===== src/rtl/wdreg_pkg.sv =====
package wdreg_pkg;
  localparam logic [7:0] VAL_SET_WEL  = 8'h02;
  localparam logic [7:0] VAL_SET_RWEL = 8'h06;
  localparam logic [7:0] VAL_CLR_WEL  = 8'h00;
  localparam logic [7:0] PAT_MASK     = 8'h9F;
  localparam int unsigned POS_WEL  = 1;
  localparam int unsigned POS_RWEL = 2;
  localparam int unsigned POS_WD0  = 5;
  localparam int unsigned POS_WD1  = 6;

  typedef enum logic [2:0] {
    OP_REFUSE,
    OP_WP,
    OP_SET_WEL,
    OP_SET_RWEL,
    OP_CLR_WEL,
    OP_COMMIT,
    OP_KEEP
  } wr_op_e;
endpackage


===== src/rtl/wdreg_decode.sv =====
module wdreg_decode
  import wdreg_pkg::*;
(
  input  logic [7:0] data_i,
  input  logic       wel_i,
  input  logic       rwel_i,
  input  logic       wp_i,
  input  logic       blocked_i,
  output wr_op_e     op_o,
  output logic       ack_o
);
  logic is_commit_pat, is_keep_pat;

  always_comb begin
    is_commit_pat = (data_i & PAT_MASK) == VAL_SET_WEL;
    is_keep_pat   = (data_i & PAT_MASK) == VAL_SET_RWEL;
    op_o  = OP_REFUSE;
    ack_o = 1'b0;
    if (blocked_i) begin
      op_o = OP_REFUSE;
    end else if (wp_i) begin
      op_o = OP_WP;
    end else if (!wel_i) begin
      if (data_i == VAL_SET_WEL) begin
        op_o  = OP_SET_WEL;
        ack_o = 1'b1;
      end
    end else begin
      ack_o = 1'b1;
      if (data_i == VAL_CLR_WEL)        op_o = OP_CLR_WEL;
      else if (rwel_i && is_commit_pat) op_o = OP_COMMIT;
      else if (rwel_i && is_keep_pat)   op_o = OP_KEEP;
      else if (data_i == VAL_SET_WEL)   op_o = OP_SET_WEL;
      else if (data_i == VAL_SET_RWEL)  op_o = OP_SET_RWEL;
      else                              op_o = OP_KEEP;
    end
  end
endmodule


===== src/rtl/wdreg_commit.sv =====
module wdreg_commit #(
  parameter int unsigned WR_MS   = 10,
  parameter logic [1:0]  WD_INIT = 2'b11
) (
  input  logic       clk_i,
  input  logic       rst_ni,
  input  logic       tick_i,
  input  logic       abort_i,
  input  logic       start_i,
  input  logic [1:0] code_i,
  output logic       busy_o,
  output logic [1:0] code_o
);
  localparam int unsigned CW = $clog2(WR_MS + 1);
  localparam logic [CW-1:0] LAST = CW'(WR_MS - 1);

  logic [CW-1:0] cnt_q;
  logic [1:0]    stage_q, code_q;
  logic          busy_q;

  always_ff @(posedge clk_i or negedge rst_ni) begin
    if (!rst_ni) begin
      cnt_q   <= '0;
      stage_q <= WD_INIT;
      code_q  <= WD_INIT;
      busy_q  <= 1'b0;
    end else if (abort_i) begin
      busy_q <= 1'b0;
      cnt_q  <= '0;
    end else if (start_i) begin
      busy_q  <= 1'b1;
      cnt_q   <= '0;
      stage_q <= code_i;
    end else if (busy_q && tick_i) begin
      if (cnt_q == LAST) begin
        busy_q <= 1'b0;
        code_q <= stage_q;
        cnt_q  <= '0;
      end else begin
        cnt_q <= cnt_q + 1'b1;
      end
    end
  end

  assign busy_o = busy_q;
  assign code_o = code_q;
endmodule


===== src/rtl/wdt_ctrl_reg.sv =====
module wdt_ctrl_reg
  import wdreg_pkg::*;
#(
  parameter int unsigned WR_MS   = 10,
  parameter logic [1:0]  WD_INIT = 2'b11
) (
  input  logic       clk_i,
  input  logic       rst_ni,
  input  logic       tick_i,
  input  logic       wp_i,
  input  logic       sup_rst_i,
  input  logic       wr_req_i,
  input  logic       rd_req_i,
  input  logic [7:0] wr_data_i,
  output logic       rsp_valid_o,
  output logic       rsp_ack_o,
  output logic [7:0] rd_data_o,
  output logic       busy_o,
  output logic [1:0] wd_period_o
);
  logic       wel_q, rwel_q;
  logic       blocked;
  wr_op_e     op;
  logic       wr_ack;
  logic       commit_start;
  logic [1:0] period;
  logic [7:0] image;

  assign blocked = busy_o | sup_rst_i;

  wdreg_decode u_dec (
    .data_i   (wr_data_i),
    .wel_i    (wel_q),
    .rwel_i   (rwel_q),
    .wp_i     (wp_i),
    .blocked_i(blocked),
    .op_o     (op),
    .ack_o    (wr_ack)
  );

  assign commit_start = wr_req_i && (op == OP_COMMIT);

  wdreg_commit #(.WR_MS(WR_MS), .WD_INIT(WD_INIT)) u_cmt (
    .clk_i  (clk_i),
    .rst_ni (rst_ni),
    .tick_i (tick_i),
    .abort_i(sup_rst_i),
    .start_i(commit_start),
    .code_i ({wr_data_i[POS_WD1], wr_data_i[POS_WD0]}),
    .busy_o (busy_o),
    .code_o (period)
  );

  always_comb begin
    image = '0;
    image[POS_WD1]  = period[1];
    image[POS_WD0]  = period[0];
    image[POS_RWEL] = rwel_q;
    image[POS_WEL]  = wel_q;
  end

  always_ff @(posedge clk_i or negedge rst_ni) begin
    if (!rst_ni) begin
      wel_q  <= 1'b0;
      rwel_q <= 1'b0;
    end else if (wr_req_i) begin
      unique case (op)
        OP_WP:       rwel_q <= 1'b0;
        OP_SET_WEL:  wel_q  <= 1'b1;
        OP_SET_RWEL: begin wel_q <= 1'b1; rwel_q <= 1'b1; end
        OP_CLR_WEL:  wel_q  <= 1'b0;
        OP_COMMIT:   rwel_q <= 1'b0;
        default: ;
      endcase
    end
  end

  always_ff @(posedge clk_i or negedge rst_ni) begin
    if (!rst_ni) begin
      rsp_valid_o <= 1'b0;
      rsp_ack_o   <= 1'b0;
      rd_data_o   <= '0;
    end else begin
      rsp_valid_o <= wr_req_i | rd_req_i;
      rd_data_o   <= '0;
      if (wr_req_i) begin
        rsp_ack_o <= wr_ack;
      end else if (rd_req_i) begin
        rsp_ack_o <= !blocked;
        if (!blocked) rd_data_o <= image;
      end else begin
        rsp_ack_o <= 1'b0;
      end
    end
  end

  assign wd_period_o = period;
endmodule


===== config.mk =====
export PLATFORM = sky130hd
export DESIGN_NAME = wdt_ctrl_reg
export DESIGN_NICKNAME = d
export VERILOG_FILES = /design/src/rtl/wdreg_pkg.sv /design/src/rtl/wdreg_decode.sv /design/src/rtl/wdreg_commit.sv /design/src/rtl/wdt_ctrl_reg.sv
export SDC_FILE = /design/constraint.sdc
export NUM_CORES = 1
export LEC_CHECK = 0
export CAP_MARGIN = 5
export CORE_MARGIN = 2
export CORE_UTILIZATION = 30
export DETAILED_ROUTE_END_ITERATION = 12
export PLACE_DENSITY_LB_ADDON = 0.25
export REMOVE_ABC_BUFFERS = 1
export SYNTH_ARGS = -nofsm -noshare
export SYNTH_HDL_FRONTEND = slang
export SYNTH_SLANG_ARGS = --single-unit

===== constraint.sdc =====
create_clock -name clk_i -period 2.8 [get_ports clk_i]
set_clock_uncertainty 0.05 [all_clocks]
set_input_delay 0.56 -clock clk_i [delete_from_list [all_inputs] [get_ports clk_i]]
set_output_delay 0.56 -clock clk_i [all_outputs]
set_load 0.03 [all_outputs]

Word-level counts from Yosys, hierarchy flattened
Index checks and enable logic that the tools add are counted.
W data, S select, Z words.
{"block": "word_totals", "output_inout_bits": 13, "word_cells": 69, "input_bits": 15, "register_bits": 21}
{"block": "op_classes", "n_eq_ne": 10, "addsub": 1, "n_reduce_logical": 17, "bitwise_logic": 4, "muxes": 28}
{"cell": "$mux W3", "n": 8}
{"cell": "$mux W4", "n": 4}
{"cell": "$mux W7", "n": 2}
{"cell": "$mux W1", "n": 10}
{"cell": "$eq A8 B2 Y1 const B", "n": 1}
{"cell": "$eq A8 B3 Y1 const B", "n": 1}
{"cell": "$logic_not A8 Y1", "n": 1}
{"cell": "$mux W8", "n": 1}
{"cell": "$reduce_and A2 Y1", "n": 4}
{"cell": "$eq A3 B2 Y1 const B", "n": 2}
{"cell": "$eq A3 B3 Y1 const B", "n": 2}
{"cell": "$eq A6 B2 Y1 const B", "n": 1}
{"cell": "$eq A6 B3 Y1 const B", "n": 1}
{"cell": "$reduce_bool A3 Y1", "n": 2}
{"cell": "$add A4 B1 Y4 const B", "n": 1}
{"cell": "$eq A4 B4 Y1 const B", "n": 1}
{"cell": "$logic_and A1 B1 Y1", "n": 4}
{"cell": "$pmux W1 S2", "n": 2}
{"cell": "$reduce_and A4 Y1", "n": 1}
{"cell": "$reduce_bool A2 Y1", "n": 2}
{"cell": "$reduce_or A2 Y1", "n": 2}
{"cell": "$eq A3 B1 Y1 const B", "n": 1}
{"cell": "$mux W2", "n": 1}
{"cell": "$not A1 Y1", "n": 2}
{"cell": "other kinds (2)", "n": 3}

Depth between registers and ports, before layout
{"block": "logic_depth", "ltp_word": 13, "depth_mapped": 6, "depth_no_buf": 6}

By module
A second synthesis with hierarchy kept.
{"block": "unflattened", "cells_unflattened": 88, "area_unflattened_um2": 965.9}
{"module": "wdreg_commit", "area_each_um2": 451.7, "n_inst": 1, "cells_per_inst": 39, "seq_area_each_um2": 230.2}
{"module": "wdt_ctrl_reg", "area_each_um2": 347.8, "n_inst": 1, "cells_per_inst": 29, "seq_area_each_um2": 200.2}
{"module": "wdreg_decode", "area_each_um2": 166.4, "n_inst": 1, "cells_per_inst": 20, "seq_area_each_um2": 0.0}

Worst setup path after synthesis
No wires, ideal clock.
{"block": "synth_path", "kind": "input-to-reg", "from": "in wr_data_i[0]", "to": "reg u_cmt.stage_q[0]", "stages": 4, "n_path_buf": 0, "arrival_ns": 1.929, "setup_time_ns": 0.082, "setup_slack_ns": 0.739, "t_required_ns": 2.668, "path_cell_list": "or4_4 -> a211oi_2 -> o2111a_4 -> mux2_4"}
{"block": "synth_via", "elab_chain_len": 12, "word_cells_on_any_way": 19, "classes_between": "5 x eq/ne; 9 x mux; 5 x reduce/logical"}
{"item": "start: declaration", "line": "wdt_ctrl_reg.sv:14", "text": "input logic [7:0] wr_data_i,"}
{"item": "$eq A8 B3 Y1", "line": "wdreg_decode.sv:34", "text": "else if (data_i == VAL_SET_RWEL) op_o = OP_SET_RWEL;"}
{"item": "$mux W3", "line": "wdreg_decode.sv:34"}
{"item": "$mux W3", "line": "wdreg_decode.sv:33", "text": "else if (data_i == VAL_SET_WEL) op_o = OP_SET_WEL;"}
{"item": "$mux W3", "line": "wdreg_decode.sv:32", "text": "else if (rwel_i && is_keep_pat) op_o = OP_KEEP;"}
{"item": "$mux W3", "line": "wdreg_decode.sv:31", "text": "else if (rwel_i && is_commit_pat) op_o = OP_COMMIT;"}
{"item": "$mux W3", "line": "wdreg_decode.sv:30", "text": "if (data_i == VAL_CLR_WEL) op_o = OP_CLR_WEL;"}
{"item": "$mux W3 *", "line": "wdreg_decode.sv:23", "text": "end else if (!wel_i) begin"}
{"item": "$mux W3 *", "line": "wdreg_decode.sv:21", "text": "end else if (wp_i) begin"}
{"item": "$mux W3 *", "line": "wdreg_decode.sv:19", "text": "if (blocked_i) begin"}
{"item": "$eq A3 B3 Y1 *", "line": "wdt_ctrl_reg.sv:41", "text": "assign commit_start = wr_req_i && (op == OP_COMMIT);"}
{"item": "$logic_and A1 B1 Y1 *", "line": "wdt_ctrl_reg.sv:41"}
{"item": "$reduce_and A2 Y1 (no source line) *"}
{"item": "end signal: assignment", "line": "wdreg_commit.sv:33", "text": "stage_q <= code_i;"}
{"item": "end: declaration", "line": "wdreg_commit.sv:18", "text": "logic [1:0] stage_q, code_q;"}
Mark *: on every way between the ends. The rest lies on a longest branch, timed or not.
A chain may end at the register's enable or synchronous reset.

Final worst setup path
{"block": "layout_path", "from": "in wr_data_i[2]", "to": "reg u_cmt.stage_q[1]"}
Same word-level chain as after synthesis.

==> metrics.md <==
| Metric | Value |
|---|---|
| Status | complete, no violations |
| Post-route setup slack | 477 ps |
| Fin nets | 130 |
| CTS tree | yes |
| Wl on met1 | 753 um |
| GRT Util Overall | 11.9% |
| Routed WL per cell | 12.4 um |
| DRT iter0 DRCs | 19 |
| Area grow syn2layout | 31.8% |
| Clk Latency, worst-skew pair | 290 ps |
| CP Class | input pin to flop |
| Final setup vio count | 0 |
| Ant diodes | 0 |
| # port buffers | 23 |
| Initial antenna violation count | 0 |
| Share of layout cells above drive strength 1 | 17.0% |
| Crit path required time | 2970 ps |
| WL met2 | 895 um |
| Worst-path clk slew | 100 ps |
| Area post-placement | 1170 sq um |
| Worst Tran Pin Value | 732 ps |
| Post-Place Setup Slack | 173 ps |
| Post-Layout Cell Count | 143 |
| Final Max Tran Viols | 0 |
| Vias in the first global route | 687 |
| CTS Sinks | 17 |
| Hold Slack | 486 ps |
| Via-to-Cell Ratio | 5.01 |
| Worst EP arrival | 2500 ps |
| Cells after synthesis | 85 |
| Unrepaired setup endpoints after global routing | no |
| Hpwl dp | 1.41 mm |
| CTS Root Buffer Type | clkbuf_4 |
| Peak supply drop | 0.258 mV |
| Post-Syn Area per Cell | 10.7 sq um |
| Cts bufs inserted | 3 |
| Drt first pass iters | 4 |
| Crit start category | input pin |
| Max-cap violations | 0 |
| Placed Cells | 139 |
| Die Y | 59.0 um |
| H-tree levels | 1 |
| Total Power | 432 uW |
| Deepest clock path buffer count | 2 |
| Antenna-violating nets left | 0 |
| Synth Register Bits | 17 |
| Final instance area | 1200 sq um |
| Power per cell area | 361 nW/um^2 |
| Setup tns final | 0 ps |
| Tmin final | 2320 ps |
| Yosys warnings | 0 |
| Setup Fix Bufs, Post-CTS | 0 |
| Initial Utilization | 32.4% |
| Max layer used | met4 |
| Routed via count | 717 |
| Util after Layout | 42.7% |
| Row count | 19 |
| Part of the Yosys area used for sequential elements | 47.4% |
| Die area | 3480 sq um |
| F_max | 0.431 GHz |
| Post-CTS sizing | 0 |
| Slew margin rel. | 51.0% |
| Crit path capture type | flop |
| Mapped Area | 908 sq um |
| Distinct cells, synth | 34 |
| Final hold vios | 0 |
| Leakage | 0.516 nW |
| Total routed wirelength | 1.77 mm |
| Core footprint | 2810 sq um |
| Grt ovf | 0 |
| CP max FO | 7 |
| Final Wtd Congestion | 0.791 |
| First-pass GRT wire length | 3.06 mm |
| Number of hold buffers added after CTS | 0 |
| Detail Route met3 WL | 97 um |
| Die Wd | 59.0 um |
| Hold WC Path Type | flop to flop |
| Num ports | 28 |
| # DRC | 0 |
| Largest net degree at the start of global routing | 18 |
| Crit share post-route | 83.0% |
==> where the power goes <==
| part | total [mW] | internal [mW] | switching [mW] |
|---|---|---|---|
| Sequential | 0.249 | 0.248 | 0.000985 |
| Clock | 0.129 | 0.0531 | 0.0758 |
| Combinational | 0.0546 | 0.0261 | 0.0285 |
| Total | 0.432 | 0.327 | 0.105 |
==> routing by layer <==
metal | up-vias | global-route usage, %
li1 | 356 | -
met1 | 334 | 14.1
met2 | 25 | 19.7
met3 | 2 | 4.59
met4 | 0 | 3.90
met5 | - | 0
==> layout by cell type (no fill, tap or decap), drive strengths merged, types with 3 or more instances in the layout <==
cell,instances
dfrtp,13
conb,4
clkdlybuf4s50,23
nor3,6
mux2,4
nand2,4
and2,5
nor2b,4
nor2,4
a21oi,4
a211oi,4
dfstp,4
o21ai,5
clkbuf,3
==> synth_stat cells <==
cell type / number / area, sq um
o2111a_1: 1 / 11.3
clkbuf_1: 1 / 3.75
a21o_1: 1 / 7.51
a41oi_1: 1 / 8.76
a211oi_2: 2 / 25.0
and3b_1: 1 / 8.76
a21oi_1: 4 / 20.0
conb_1: 1 / 3.75
or4b_1: 1 / 10.0
o2111a_4: 1 / 20.0
o22a_1: 1 / 8.76
nor3_1: 6 / 30.0
nor4b_1: 2 / 17.5
and2_1: 5 / 31.3
buf_4: 4 / 30.0
nand2b_1: 1 / 6.26
or2b_1: 1 / 7.51
inv_1: 2 / 7.51
ha_1: 2 / 25.0
nand2_1: 4 / 15.0
a211oi_1: 2 / 15.0
or2_2: 1 / 6.26
mux2_2: 2 / 22.5
dfrtp_1: 13 / 325
mux2_4: 2 / 30.0
o21ai_0: 5 / 25.0
and3_1: 1 / 6.26
or4_4: 1 / 11.3
nor2b_1: 4 / 25.0
nor3b_1: 1 / 7.51
or3_1: 1 / 6.26
nor2_1: 4 / 15.0
dfstp_2: 4 / 105
nand3_1: 2 / 10.0
==> critical path, stage by stage <==
cell	delay (ps)
clkdlybuf4s50_1	540
or4b_1	470
a211oi_2	330
o2111a_4	300
mux2_4	300
==> sequential cells by signal, indices dropped and copies added (netlist names) <==
signal,cells
rsp_valid_o,1
rd_data_o,4
rwel_q,1
u_cmt.busy_o,1
u_cmt.stage_q,2
u_cmt.cnt_q,4
rsp_ack_o,1
u_cmt.code_o,2
wel_q,1
==> path summary, 6_finish.rpt <==
kind / startpoint / endpoint / slack (ps) / cells after the start
max: wr_data_i[2] / u_cmt.stage_q[1] / 480 / 5
min: u_cmt.code_o[0] / rd_data_o[5] / 490 / 1
max reg2reg: rwel_q / u_cmt.stage_q[1] / 790 / 4
min reg2reg: u_cmt.code_o[0] / rd_data_o[5] / 490 / 1
max in group asynchronous: rst_ni / wel_q / 1590 / 1
min in group asynchronous: rst_ni / rsp_valid_o / 650 / 1
==> cells by family after synthesis <==
| family | Yosys count | synth area share [%] |
|---|---|---|
| buf+inv | 7 | 4.55 |
| simple gates | 36 | 23.6 |
| fa+ha+maj | 2 | 2.75 |
| flops | 17 | 47.4 |
| mux | 4 | 5.79 |
| compound gates | 18 | 15.6 |
| other cells | 1 | 0.413 |
==> final cells by class <==
cell class,instances,area [sq um]
fillers,298,1610
multi-input cells,64,448
flip-flops and latches,17,430
repair buffers,25,245
well taps,31,38.8
clock buffers,3,22.5
inverters,2,7.51
clock inverters,1,5.00
(Power assumes the default switching activity.)
